## config.mk

```make
export PLATFORM = sky130hd
export DESIGN_NAME = spec_bin_sorter
export DESIGN_NICKNAME = d
export VERILOG_FILES = /design/src/rtl/sbs_pkg.sv /design/src/rtl/sbs_harm_map.sv /design/src/rtl/sbs_bin_track.sv /design/src/rtl/sbs_accum.sv /design/src/rtl/spec_bin_sorter.sv
export SDC_FILE = /design/constraint.sdc
export NUM_CORES = 1
export LEC_CHECK = 0
export ABC_CLOCK_PERIOD_IN_PS = 5500
export BUFFER_PORTS_ARGS = -buffer_cell sky130_fd_sc_hd__buf_4
export CORE_ASPECT_RATIO = 1.1
export CORE_UTILIZATION = 55
export DETAILED_ROUTE_END_ITERATION = 7
export PLACE_DENSITY = 0.77
export SKIP_LAST_GASP = 1
export SLEW_MARGIN = 30
export SYNTH_ARGS = -nofsm -noshare
export SYNTH_HDL_FRONTEND = slang
export SYNTH_HIERARCHICAL = 1
export SYNTH_SLANG_ARGS = --single-unit
```

## constraint.sdc

```tcl
create_clock -name clk -period 5.5 [get_ports clk]
set_input_delay 1.1 -clock clk [delete_from_list [all_inputs] [get_ports clk]]
set_output_delay 1.1 -clock clk [all_outputs]
set_load 0.05 [all_outputs]
```

## src/rtl/sbs_pkg.sv

```systemverilog
package sbs_pkg;

  typedef enum logic [2:0] {
    BIN_DC    = 3'd0,
    BIN_SIG   = 3'd1,
    BIN_HARM  = 3'd2,
    BIN_NOISE = 3'd3,
    BIN_DROP  = 3'd4
  } bin_kind_e;

endpackage

```

## src/rtl/sbs_harm_map.sv

```systemverilog
// Builds the per-bin harmonic mark bitmap for the positive half spectrum.
module sbs_harm_map #(
  parameter int LOG2N    = 6,
  parameter int MAX_HARM = 9,
  parameter int HSEL_W   = 4
) (
  input  logic [LOG2N-1:0]      fund_i,
  input  logic [HSEL_W-1:0]     hmax_i,
  output logic [2**(LOG2N-1):0] mark_o
);
  localparam int HALF = 2**(LOG2N-1);
  localparam int PW   = LOG2N + HSEL_W;

  logic [HSEL_W-1:0] hlim;
  logic [LOG2N-1:0]  fold_a [MAX_HARM:2];
  logic [MAX_HARM:2] en_a;

  assign hlim = (hmax_i > HSEL_W'(MAX_HARM)) ? HSEL_W'(MAX_HARM) : hmax_i;

  for (genvar k = 2; k <= MAX_HARM; k++) begin : g_ord
    logic [PW-1:0]    prod;
    logic [LOG2N-1:0] wrap;
    // k*f modulo N is the low LOG2N bits, since N is a power of two
    assign prod      = PW'(fund_i) * PW'(k);
    assign wrap      = prod[LOG2N-1:0];
    // mirror into the first Nyquist zone
    assign fold_a[k] = (wrap > LOG2N'(HALF)) ? (~wrap + 1'b1) : wrap;
    assign en_a[k]   = (HSEL_W'(k) <= hlim);
  end

  always_comb begin
    mark_o = '0;
    for (int k = 2; k <= MAX_HARM; k++) begin
      if (en_a[k] && (fold_a[k] != '0) && (fold_a[k] != fund_i)) begin
        mark_o[fold_a[k]] = 1'b1;
      end
    end
  end

endmodule

```

## src/rtl/sbs_bin_track.sv

```systemverilog
// Tracks the bin index of the stream and classifies the current bin.
module sbs_bin_track
  import sbs_pkg::*;
#(
  parameter int LOG2N = 6
) (
  input  logic                  clk,
  input  logic                  rst_n,
  input  logic                  valid_i,
  input  logic                  last_i,
  input  logic [LOG2N-1:0]      fund_i,
  input  logic [2**(LOG2N-1):0] mark_i,
  output bin_kind_e             kind_o,
  output logic                  len_bad_o
);
  localparam int HALF = 2**(LOG2N-1);

  logic [LOG2N-1:0]  cnt_q, cnt_d;
  logic [LOG2N-1:0]  fund_q;
  logic [HALF:0]     mark_q;
  logic              cnt_en, cfg_en;

  assign cnt_en = valid_i;
  assign cfg_en = valid_i && (cnt_q == '0);

  always_comb begin
    cnt_d = cnt_q;
    if (last_i) begin
      cnt_d = '0;
    end else if (cnt_q <= LOG2N'(HALF)) begin
      cnt_d = cnt_q + 1'b1;
    end
  end

  always_ff @(posedge clk or negedge rst_n) begin
    if (!rst_n) begin
      cnt_q  <= '0;
      fund_q <= '0;
      mark_q <= '0;
    end else begin
      if (cnt_en) cnt_q <= cnt_d;
      if (cfg_en) begin
        fund_q <= fund_i;
        mark_q <= mark_i;
      end
    end
  end

  always_comb begin
    if (cnt_q > LOG2N'(HALF))      kind_o = BIN_DROP;
    else if (cnt_q == '0)          kind_o = BIN_DC;
    else if (cnt_q == fund_q)      kind_o = BIN_SIG;
    else if (mark_q[cnt_q])        kind_o = BIN_HARM;
    else                           kind_o = BIN_NOISE;
  end

  assign len_bad_o = (cnt_q != LOG2N'(HALF));

endmodule

```

## src/rtl/sbs_accum.sv

```systemverilog
// Power accumulators and the result registers.
module sbs_accum
  import sbs_pkg::*;
#(
  parameter int PWR_W = 32,
  parameter int ACC_W = 48
) (
  input  logic             clk,
  input  logic             rst_n,
  input  logic             valid_i,
  input  logic             last_i,
  input  logic [PWR_W-1:0] power_i,
  input  bin_kind_e        kind_i,
  input  logic             len_bad_i,
  output logic             res_valid_o,
  output logic [PWR_W-1:0] sig_o,
  output logic [ACC_W-1:0] noise_o,
  output logic [ACC_W-1:0] dist_o,
  output logic [PWR_W-1:0] spur_o,
  output logic             len_err_o
);
  logic [ACC_W-1:0] noise_q, noise_nx, noise_d;
  logic [ACC_W-1:0] dist_q,  dist_nx,  dist_d;
  logic [PWR_W-1:0] spur_q,  spur_nx,  spur_d;
  logic [PWR_W-1:0] sig_q,   sig_nx,   sig_d;
  logic             acc_en, out_en;

  assign acc_en = valid_i;
  assign out_en = valid_i && last_i;

  always_comb begin
    noise_nx = noise_q;
    dist_nx  = dist_q;
    spur_nx  = spur_q;
    sig_nx   = sig_q;
    unique case (kind_i)
      BIN_SIG:   sig_nx = power_i;
      BIN_HARM: begin
        dist_nx = dist_q + ACC_W'(power_i);
        if (power_i > spur_q) spur_nx = power_i;
      end
      BIN_NOISE: noise_nx = noise_q + ACC_W'(power_i);
      default: ;
    endcase
  end

  always_comb begin
    noise_d = out_en ? '0 : noise_nx;
    dist_d  = out_en ? '0 : dist_nx;
    spur_d  = out_en ? '0 : spur_nx;
    sig_d   = out_en ? '0 : sig_nx;
  end

  always_ff @(posedge clk or negedge rst_n) begin
    if (!rst_n) begin
      noise_q     <= '0;
      dist_q      <= '0;
      spur_q      <= '0;
      sig_q       <= '0;
      noise_o     <= '0;
      dist_o      <= '0;
      spur_o      <= '0;
      sig_o       <= '0;
      len_err_o   <= 1'b0;
      res_valid_o <= 1'b0;
    end else begin
      if (acc_en) begin
        noise_q <= noise_d;
        dist_q  <= dist_d;
        spur_q  <= spur_d;
        sig_q   <= sig_d;
      end
      if (out_en) begin
        noise_o   <= noise_nx;
        dist_o    <= dist_nx;
        spur_o    <= spur_nx;
        sig_o     <= sig_nx;
        len_err_o <= len_bad_i;
      end
      res_valid_o <= out_en;
    end
  end

endmodule

```

## src/rtl/spec_bin_sorter.sv

```systemverilog
module spec_bin_sorter
  import sbs_pkg::*;
#(
  parameter int LOG2N    = 6,
  parameter int PWR_W    = 32,
  parameter int ACC_W    = 48,
  parameter int MAX_HARM = 9,
  localparam int HSEL_W  = $clog2(MAX_HARM + 1)
) (
  input  logic              clk,
  input  logic              rst_n,
  input  logic [LOG2N-1:0]  cfg_fund_bin,
  input  logic [HSEL_W-1:0] cfg_harm_max,
  input  logic              in_valid,
  input  logic [PWR_W-1:0]  in_power,
  input  logic              in_last,
  output logic              res_valid,
  output logic [PWR_W-1:0]  res_sig_pwr,
  output logic [ACC_W-1:0]  res_noise_sum,
  output logic [ACC_W-1:0]  res_dist_sum,
  output logic [PWR_W-1:0]  res_spur_max,
  output logic              res_len_err
);
  localparam int HALF = 2**(LOG2N-1);

  logic [HALF:0] mark_w;
  bin_kind_e     kind_w;
  logic          len_bad_w;

  sbs_harm_map #(
    .LOG2N(LOG2N), .MAX_HARM(MAX_HARM), .HSEL_W(HSEL_W)
  ) u_map (
    .fund_i (cfg_fund_bin),
    .hmax_i (cfg_harm_max),
    .mark_o (mark_w)
  );

  sbs_bin_track #(.LOG2N(LOG2N)) u_track (
    .clk       (clk),
    .rst_n     (rst_n),
    .valid_i   (in_valid),
    .last_i    (in_last),
    .fund_i    (cfg_fund_bin),
    .mark_i    (mark_w),
    .kind_o    (kind_w),
    .len_bad_o (len_bad_w)
  );

  sbs_accum #(.PWR_W(PWR_W), .ACC_W(ACC_W)) u_acc (
    .clk         (clk),
    .rst_n       (rst_n),
    .valid_i     (in_valid),
    .last_i      (in_last),
    .power_i     (in_power),
    .kind_i      (kind_w),
    .len_bad_i   (len_bad_w),
    .res_valid_o (res_valid),
    .sig_o       (res_sig_pwr),
    .noise_o     (res_noise_sum),
    .dist_o      (res_dist_sum),
    .spur_o      (res_spur_max),
    .len_err_o   (res_len_err)
  );

endmodule

```

# Word-level counts from Yosys, hierarchy flattened

Index checks and enable logic that the tools add are counted.

Output and inout bits: 162
Input port bits: 46
Flip-flop bits (word level): 367
Word-level logic and storage cells: 181

Magnitude comparators: 37
Eq/ne operators: 13
Reduce and logical (&&, ||, !) cells: 37
Add/sub/neg operators: 11
Muxes and demuxes: 50
Bitwise operators: 15
Multiply operators: 5

Operator list:

| kind                  | count |
|---|---|
| $mux W33              | 8 |
| $or A33 B33 Y33       | 7 |
| $mux W48              | 4 |
| $mux W32              | 5 |
| $add A48 B32 Y48      | 2 |
| $lt A6 B7 Y1 const B  | 9 |
| $mux W6               | 10 |
| $add A6 B1 Y6 const B | 9 |
| $gt A6 B6 Y1 const B  | 9 |
| $demux W1 S6          | 8 |
| $ge A6 B1 Y1 const B  | 8 |
| $ne A6 B6 Y1          | 8 |
| $not A6 Y6            | 8 |
| $reduce_bool A6 Y1    | 8 |
| $gt A32 B32 Y1        | 1 |
| $logic_and A1 B1 Y1   | 26 |
| $le A3 B4 Y1 const A  | 4 |
| $mul A6 B3 Y6 const B | 2 |
| $mux W1               | 10 |
| $mux W3               | 3 |
| $le A2 B4 Y1 const A  | 2 |
| $le A4 B4 Y1 const A  | 2 |
| $bmux W1 S6           | 1 |
| $eq A3 B2 Y1 const B  | 2 |
| other kinds (12)      | 12 |

# Logic depth before layout (Yosys ltp)

Gate-level depths: netlist (run 1).

Depth after elaboration: 22
Depth in mapped cells: 18
Depth with buffers taken out: 16

# Modules after synthesis

Netlist (run 1), hierarchy kept.

By module, submodules not included:

| module        | instances | cells an instance | seq. area each (um^2) | area each (um^2) |
|---|---|---|---|---|
| sbs_accum     | 1         | 1913              | 8057.7                | 17888.4 |
| sbs_harm_map  | 1         | 621               | 0.0                   | 4112.7 |
| sbs_bin_track | 1         | 183               | 1126.1                | 2267.2 |

# Worst setup path after synthesis (run 1)

Ideal clock, no wire load.

Path kind: in2reg
Start: input port cfg_fund_bin[2]
End: register u_track.mark_q[4]
Setup time: 125 ps
Path buffers: 2
Arrival time: 4661 ps
Cell stages on the path: 18
Slack: 714 ps
Data required time: 5375 ps
Cells stage by stage: clkbuf_1 inv_1 clkbuf_1 ha_1 a21o_1 a21oi_1 xor2_1 inv_1 ha_1 nor2_1 a21o_1 xnor2_1 a31oi_1 nand3_1 o221ai_1 a221o_1 a221o_1 mux2_2

Longest elaborated chain between the ends: 22
Elaborated cells between the ends (all ways): 124
Classes of those cells: 8 x add/sub; 5 x mul; 24 x order compare; 8 x eq/ne; 32 x mux; 15 x bitwise; 32 x reduce/logical

RTL lines:

| item                                                                        | line                                   | RTL |
|---|---|---|
| start: declaration                                                          | spec_bin_sorter.sv:12                  | `input logic [LOG2N-1:0] cfg_fund_bin,` |
| $mul A6 B2 Y6 / $not A6 Y6 (equally long branches)                          | sbs_harm_map.sv:24, sbs_harm_map.sv:27 |  |
| $not A6 Y6 / $add A6 B1 Y6 (equally long branches)                          | sbs_harm_map.sv:27                     | `assign fold_a[k] = (wrap > LOG2N'(HALF)) ? (~wrap + 1'b1) : wrap;` |
| $add A6 B1 Y6 / $mux W6 (equally long branches)                             | sbs_harm_map.sv:27                     |  |
| $mux W6 (tied with other cells)                                             | sbs_harm_map.sv:27                     |  |
| $lt A6 B7 Y1 (implied by the code) (tied with other cells)                  | sbs_harm_map.sv:35                     | `mark_o[fold_a[k]] = 1'b1;` |
| $logic_and A1 B1 Y1 (implied by the code) / $mux W1 (equally long branches) | sbs_harm_map.sv:35                     |  |
| $mux W1 (implied by the code) / $demux W1 S6 (equally long branches)        | --                                     |  |
| $demux W1 S6 / $mux W33 (equally long branches)                             | --                                     |  |
| [7 not listed]                                                              | --                                     |  |
| $mux W33                                                                    | sbs_harm_map.sv:34                     | `if (en_a[k] && (fold_a[k] != '0) && (fold_a[k] != fund_i)) begin` |
| $or A33 B33 Y33 (no source line)                                            | --                                     |  |
| $mux W33                                                                    | sbs_harm_map.sv:34                     |  |
| $or A33 B33 Y33 (no source line)                                            | --                                     |  |
| $mux W33                                                                    | sbs_harm_map.sv:34                     |  |
| $or A33 B33 Y33 (no source line)                                            | --                                     |  |
| $mux W33 *                                                                  | sbs_harm_map.sv:34                     |  |
| net mark_w[4]                                                               | spec_bin_sorter.sv:26                  | `logic [HALF:0] mark_w;` |
| end signal: assignment                                                      | sbs_bin_track.sv:44                    | `mark_q <= mark_i;` |
| end: declaration                                                            | sbs_bin_track.sv:20                    | `logic [HALF:0] mark_q;` |

The timed path passes the listed nets; every way through them passes the cells marked *.
A chain may end at the register's enable or synchronous reset.

# Final worst setup path (run 1)

Start: input port cfg_fund_bin[2]
End: register u_track.mark_q[16]

Same word-level chain as after synthesis.

==> results of run 1 <==
logic make-up after synthesis:
group,synth area share [%]
DFF,37.84
and+or+nand+nor,16.26
muxes,5.831
adders and majority gates,6.898
AOI/OAI and AO/OA,24.04
buffers and inverters,4.068
xor gates and xnor gates,5.058
synthesized netlist by cell type, drive strengths merged, types with 9 or more instances:
cell	number	area, um2
dfrtp	367	9184
and3	25	156.4
clkbuf	122	459.2
nor3	57	296.5
nor2	175	656.9
buf	32	171.4
a21o	49	367.9
xor2	40	350.3
a22o	122	1069
or2	10	62.56
o21ai	232	1161
nand3	78	400.4
a32oi	10	87.58
a21boi	15	112.6
o21a	18	135.1
and2	11	71.32
mux2	45	544.3
inv	94	352.8
ha	121	1514
a311oi	10	87.58
nand4	40	265.3
o221ai	23	201.4
a31oi	46	287.8
nor2b	22	137.6
o211ai	27	202.7
a21oi	160	808.3
or3	17	111.4
mux2i	87	870.8
xnor2	95	832.1
nand2	331	1245
nor3b	9	67.56
nand2b	21	131.4
a211oi	22	195.2
a221oi	10	87.58
o31ai	19	142.6
o22ai	19	118.9
o21bai	10	75.07
a22oi	22	170.2
cell type report:
type / count / area [um2] / area share [%]
multi-input cells: 2101 / 14160 / 50.68
flip-flops and latches: 367 / 9184 / 32.87
repair buffers: 291 / 2237 / 8.007
clock buffers: 58 / 1179 / 4.219
well taps: 574 / 718.2 / 2.571
inverters: 95 / 356.6 / 1.276
clock inverters: 10 / 105.1 / 0.3762
worst max-delay path: stages:
cell,delay [ps]
buf_4,260
inv_1,160
ha_1,310
a21o_1,180
a21oi_1,310
xor2_1,290
inv_1,190
ha_1,330
nor2_1,150
a21o_1,160
xnor2_1,160
a31oi_1,230
a32oi_1,250
o211ai_1,110
a221oi_1,380
o221ai_1,200
mux2_2,290
state kept, by name (all words and copies together) (netlist names):
| register | flops |
|---|---|
| u_acc/spur_o | 32 |
| u_acc/dist_o | 48 |
| u_acc/spur_q | 32 |
| u_acc/sig_o | 32 |
| u_acc/noise_o | 48 |
| u_acc/noise_q | 48 |
| u_acc/len_err_o | 1 |
| u_acc/dist_q | 48 |
| u_acc/sig_q | 32 |
| u_track/mark_q | 33 |
| u_acc/res_valid_o | 1 |
| u_track/fund_q | 6 |
| u_track/cnt_q | 6 |
routing by layer:
metal / wire length, um / share of wire (%) / vias to the layer above
met3: 5705 / 7.2 / 205
met5: 0 / 0 / -
met1: 32640 / 41 / 11088
met2: 37020 / 47 / 970
li1: - / - / 10334
met4: 4119 / 5.2 / 0
power groups by stage:
stage / clock network (W) / logic (W) / registers [W]
after detailed placement: 0 / 0.00576 / 0.00389
after floorplan: 0 / 0.00300 / 0.00483
after global routing: 0.00281 / 0.00626 / 0.00392
final: 0.00267 / 0.00586 / 0.00386
after global placement: 0 / 0.00567 / 0.00387
after CTS: 0.00270 / 0.00579 / 0.00385
stage by stage:
stage                     setup WS, ps  hold WS, ps  power, W  utilization (%)
after global routing             647.3        472.7   0.01300            64.31
after CTS                        979.3        485.7   0.01234            64.23
final                            862.9        445.6   0.01239            64.31
after floorplan                  714.4        465.1  0.007832                -
after detailed placement         408.6        472.6  0.009651            61.27
after global placement           534.0        463.9  0.009543            61.26
cells in the final DEF (no fill, tap or decap), types with 18 or more instances in the layout:
cell and n:
a21o_1 49, nand2_1 329, o31ai_1 19, clkbuf_16 40, o211ai_1 27, xor2_1 40
a31oi_1 46, ha_1 121, a22o_1 122, buf_4 287, nand4_1 39, nand2b_1 21
o221ai_1 23, dfrtp_1 367, nor3_1 56, o21ai_0 226, o21a_1 18, inv_1 92
mux2i_1 87, mux2_2 35, nor2_1 174, nand3_1 76, a21oi_1 157, and3_1 24
xnor2_1 95, nor2b_1 21, o22ai_1 19, a22oi_1 21
final timing paths:
check	end	cells past startpoint
max in group asynchronous	u_track/mark_q[17]	3
worst min-delay path	u_acc/sig_o[16]	1
worst max-delay path	u_track/mark_q[16]	17
min in group clk	u_acc/spur_o[19]	2
worst max register to register	u_acc/noise_q[47]	14
worst min register to register	u_acc/spur_o[19]	2
==> qor.csv, run 1 <==
metric,value,unit
CTS tree,done,
dpl cells,3427,
Inserted Diodes,0,
Clk pwr share,21.5,%
Finished Cell Area,27940,um2
RSZ-0062 raised after global routing,false,
met2 Usage GRT,55.97,%
total internal power,0.006913,W
"Avg Cell Area, Syn",8.932,um2
max-cap violations,0,
H-tree levels,2,
Synthesis Warnings,6,
PwrDens,443.4,nW/um2
I/O pin total,208,
final setup fails,0,
Setup crit end kind,register,
vias in the first global route,21672,
routed len/inst,22.74,um
busiest grt layer,met2,
CTS resizes,0,
Post-DP Area,26620,um2
"non-filler cells, final",3496,
clock tree root buffer cell,clkbuf_16,
Setup Skew,20.48,ps
largest net degree at the start of global routing,119,
total vias in the final route,22597,
Clock Pin Slew Worst Setup and Hold Paths,60,ps
DRT antenna net count,0,
die height,222.3,um
Worst Hold Class,in2async,
cts hold-fix bufs,0,
Post CTS Setup Buffer Count,0,
CP Launch Type,primary input,
die area,44970,um2
Pleak,12.55,nW
switch share,44.20,%
status,completed,
placement row count,80,
Area growth syn-to-layout,15.13,%
flop2flop setup slack,960,ps
grt ovf,0,
post-synthesis sequential area ratio,37.84,%
CTS sink cnt,367,
met3 usage,4.752,%
worst skew pair latency,570,ps
Filler Cells Inserted,3704,
met1 Use GR,45.76,%
Final nets,3071,
Post-Route WL,79480,um
all-layer global routing usage,34.67,%
DR iter-0 viols,1952,
unique cell type count in the Yosys netlist,93,
DP HPWL,56700,um
Worst Tran Pin Value,992.5,ps
WS Path Type,in2reg,
fin crit period,4637,ps
max_slew headroom,33.43,%
Peak VDD IR,0.0002453,V
Crit. Startpoint,cfg_fund_bin[2],
Hold Fails Final Rpt,0,
switching power,0.005476,W
initial antenna violation count,0,
Reg2Reg Launch Point,u_track/cnt_q[1],
Tcrit/Tclk final,84.31,%
layout cells sized above 1,15.37,%
Post-synth EDFFs,0,
Die Span X,202.3,um
Core Box Area,43440,um2
Worst Path Required,5940,ps
vias per cell,6.464,
first-pass GRT wire length,122200,um
Fmax,215.7,MHz
cts bufs inserted,40,
Max Slew Vio Count,0,
combinational share of power,47.3,%
routability cong.,0.9554,
Mapped Nets,2892,
Yosys reg bits,367,
share of power burned in registers,31.1,%
Remaining DRCs,0,
crit-path max FO,18,
"Async S/R FF share, synth",100.0,%
DRT Pass-1 Iters,5,
mapped cell area,24270,um2
post-synthesis cell count,2717,
Initial Util,55.86,%
CP Data Arrival Time,5080,ps
Main synth FF type,dfrtp_1,
PortBufs,207,
CTS max path bufs,3,
Setup TNS,0,ps
Note: power is estimated with default switching activity, not from simulation.
==> inputs of run 2 (changes only) <==
Settings changed: ABC_CLOCK_PERIOD_IN_PS 5500 to 4750.
Clock period 5.5 ns to 4.75 ns, I/O delays scaled along.
==> qor.csv, run 2 (synthesis results as in run 1) <==
metric,value,unit
status,completed,
"Core Util, Final",66.33,%
Setup TNS,0,ps
PortBufs,207,
Peak VDD IR,0.0002602,V
combinational share of power,47.3,%
DRT Pass-1 Iters,6,
Remaining DRCs,0,
Filler Cells Inserted,3561,
CTS resizes,0,
cts bufs inserted,40,
routed len/inst,22.88,um
DR iter-0 viols,1974,
Hold Fails Final Rpt,0,
share of power burned in registers,30.2,%
Worst Hold Class,in2async,
Post-Route WL,82260,um
PwrDens,514.2,nW/um2
max_slew headroom,32.05,%
layout cells sized above 1,18.04,%
fin crit period,4344,ps
all-layer global routing usage,35.86,%
CP Data Arrival Time,4780,ps
Reg area,9184,um2
CP Launch Type,register,
largest net degree at the start of global routing,154,
vias per cell,6.441,
Worst Tran Pin Value,1017,ps
most frequent cells in the layout,"buf_4, dfrtp_1, nand2_1, o21ai_0, nor2_1",
crit-path max FO,17,
Pleak,13.08,nW
Area growth syn-to-layout,18.74,%
initial antenna violation count,2,
WS Path Type,reg2reg,
vias in the first global route,22408,
first-pass GRT wire length,126200,um
Clock Pin Slew Worst Setup and Hold Paths,60,ps
total internal power,0.008398,W
Max Slew Vio Count,0,
DP HPWL,60240,um
Post CTS Setup Buffer Count,0,
"most common cell after layout, fill and taps aside",buf_4,
Setup Skew,25.72,ps
Inserted Diodes,0,
H-tree levels,2,
CTS max path bufs,3,
DRT antenna net count,0,
switch share,43.32,%
Worst Path Required,5190,ps
grt ovf,0,
total vias in the final route,23155,
die area,44970,um2
Setup crit end kind,register,
multi-input logic area,14140,um2
die height,222.3,um
Final nets,3166,
RSZ-0062 raised after global routing,false,
cts hold-fix bufs,0,
Fmax,230.2,MHz
Initial Util,55.86,%
max-cap violations,0,
I/O pin total,208,
CTS tree,done,
R2R cell count,14,
worst skew pair latency,560,ps
CTS sink cnt,367,
Die Span X,202.3,um
placement row count,80,
Tcrit/Tclk final,91.45,%
Core Box Area,43440,um2
final setup fails,0,
routability cong.,0.9858,
switching power,0.006419,W
clock tree root buffer cell,clkbuf_16,
Clk pwr share,22.5,%
==> run 2: changes by cell type in the layout (fill, tap and decap cells not counted), sizes merged <==
cell	before	now
buf	291	386
clkbuf	58	60
clkinv	7	5
bufinv	1	5
==> run 2: per-layer routing <==
metal	part of all wire, %	vias up	track usage (%)
met1	40	11343	45.81
met3	7.3	234	5.823
li1	-	10518	-
met2	47	1056	58.83
met5	0.027	-	0
met4	5.2	4	17.97
==> run 2: worst max-delay path, stage by stage (launching register included) <==
cell	delay [ps]
dfrtp_1	410
buf_4	340
mux2_2	410
a2bb2oi_1	160
nand3_1	90
nand4_1	100
a21oi_1	310
nand3b_1	170
nor3_1	500
and4_1	370
and2_1	190
and3_1	300
and3_1	230
o2111ai_1	200
a311o_1	410
==> run 2: layout make-up <==
class	instances	area share (%)
multi-input combinational	2101	49.07
sequential	367	31.87
timing repair buffer	386	10.46
clock buffer	60	4.190
tap	574	2.492
inverter	95	1.237
clock inverter	12	0.6817
==> run 2: per-stage QoR <==
step                      power (W)  instance area (um2)  cells  setup WS [ps]  hold slack (ps)
final                       0.01482                28820   3595          406.1            243.0
after global routing        0.01551                28820   3595          50.48            249.1
after CTS                   0.01476                28790   3594          467.7            484.4
after detailed placement    0.01139                27380   3522          49.70            471.7
after global placement      0.01123                27380   3522          181.9            466.0
after floorplan            0.009069                24270   2717          114.4            465.1
==> run 2: power groups by stage <==
stage,Clock (W),Combinational (W),Sequential [W]
final,0.00333,0.00701,0.00447
after global routing,0.00349,0.00748,0.00454
after CTS,0.00338,0.00693,0.00445
after detailed placement,0,0.00689,0.00450
after global placement,0,0.00676,0.00447
after floorplan,0,0.00347,0.00560
==> run 2: final timing paths <==
check | startpoint | endpoint | slack [ps]
max in group asynchronous | rst_n | u_track/mark_q[29] | 3360
min in group clk | u_acc/dist_o[35] | u_acc/dist_o[35] | 480
worst min register to register | u_acc/dist_o[35] | u_acc/dist_o[35] | 480
worst min-delay path | rst_n | u_acc/spur_q[9] | 240
worst max-delay path | u_track/cnt_q[1] | u_acc/noise_q[47] | 410
worst max register to register | u_track/cnt_q[1] | u_acc/noise_q[47] | 410
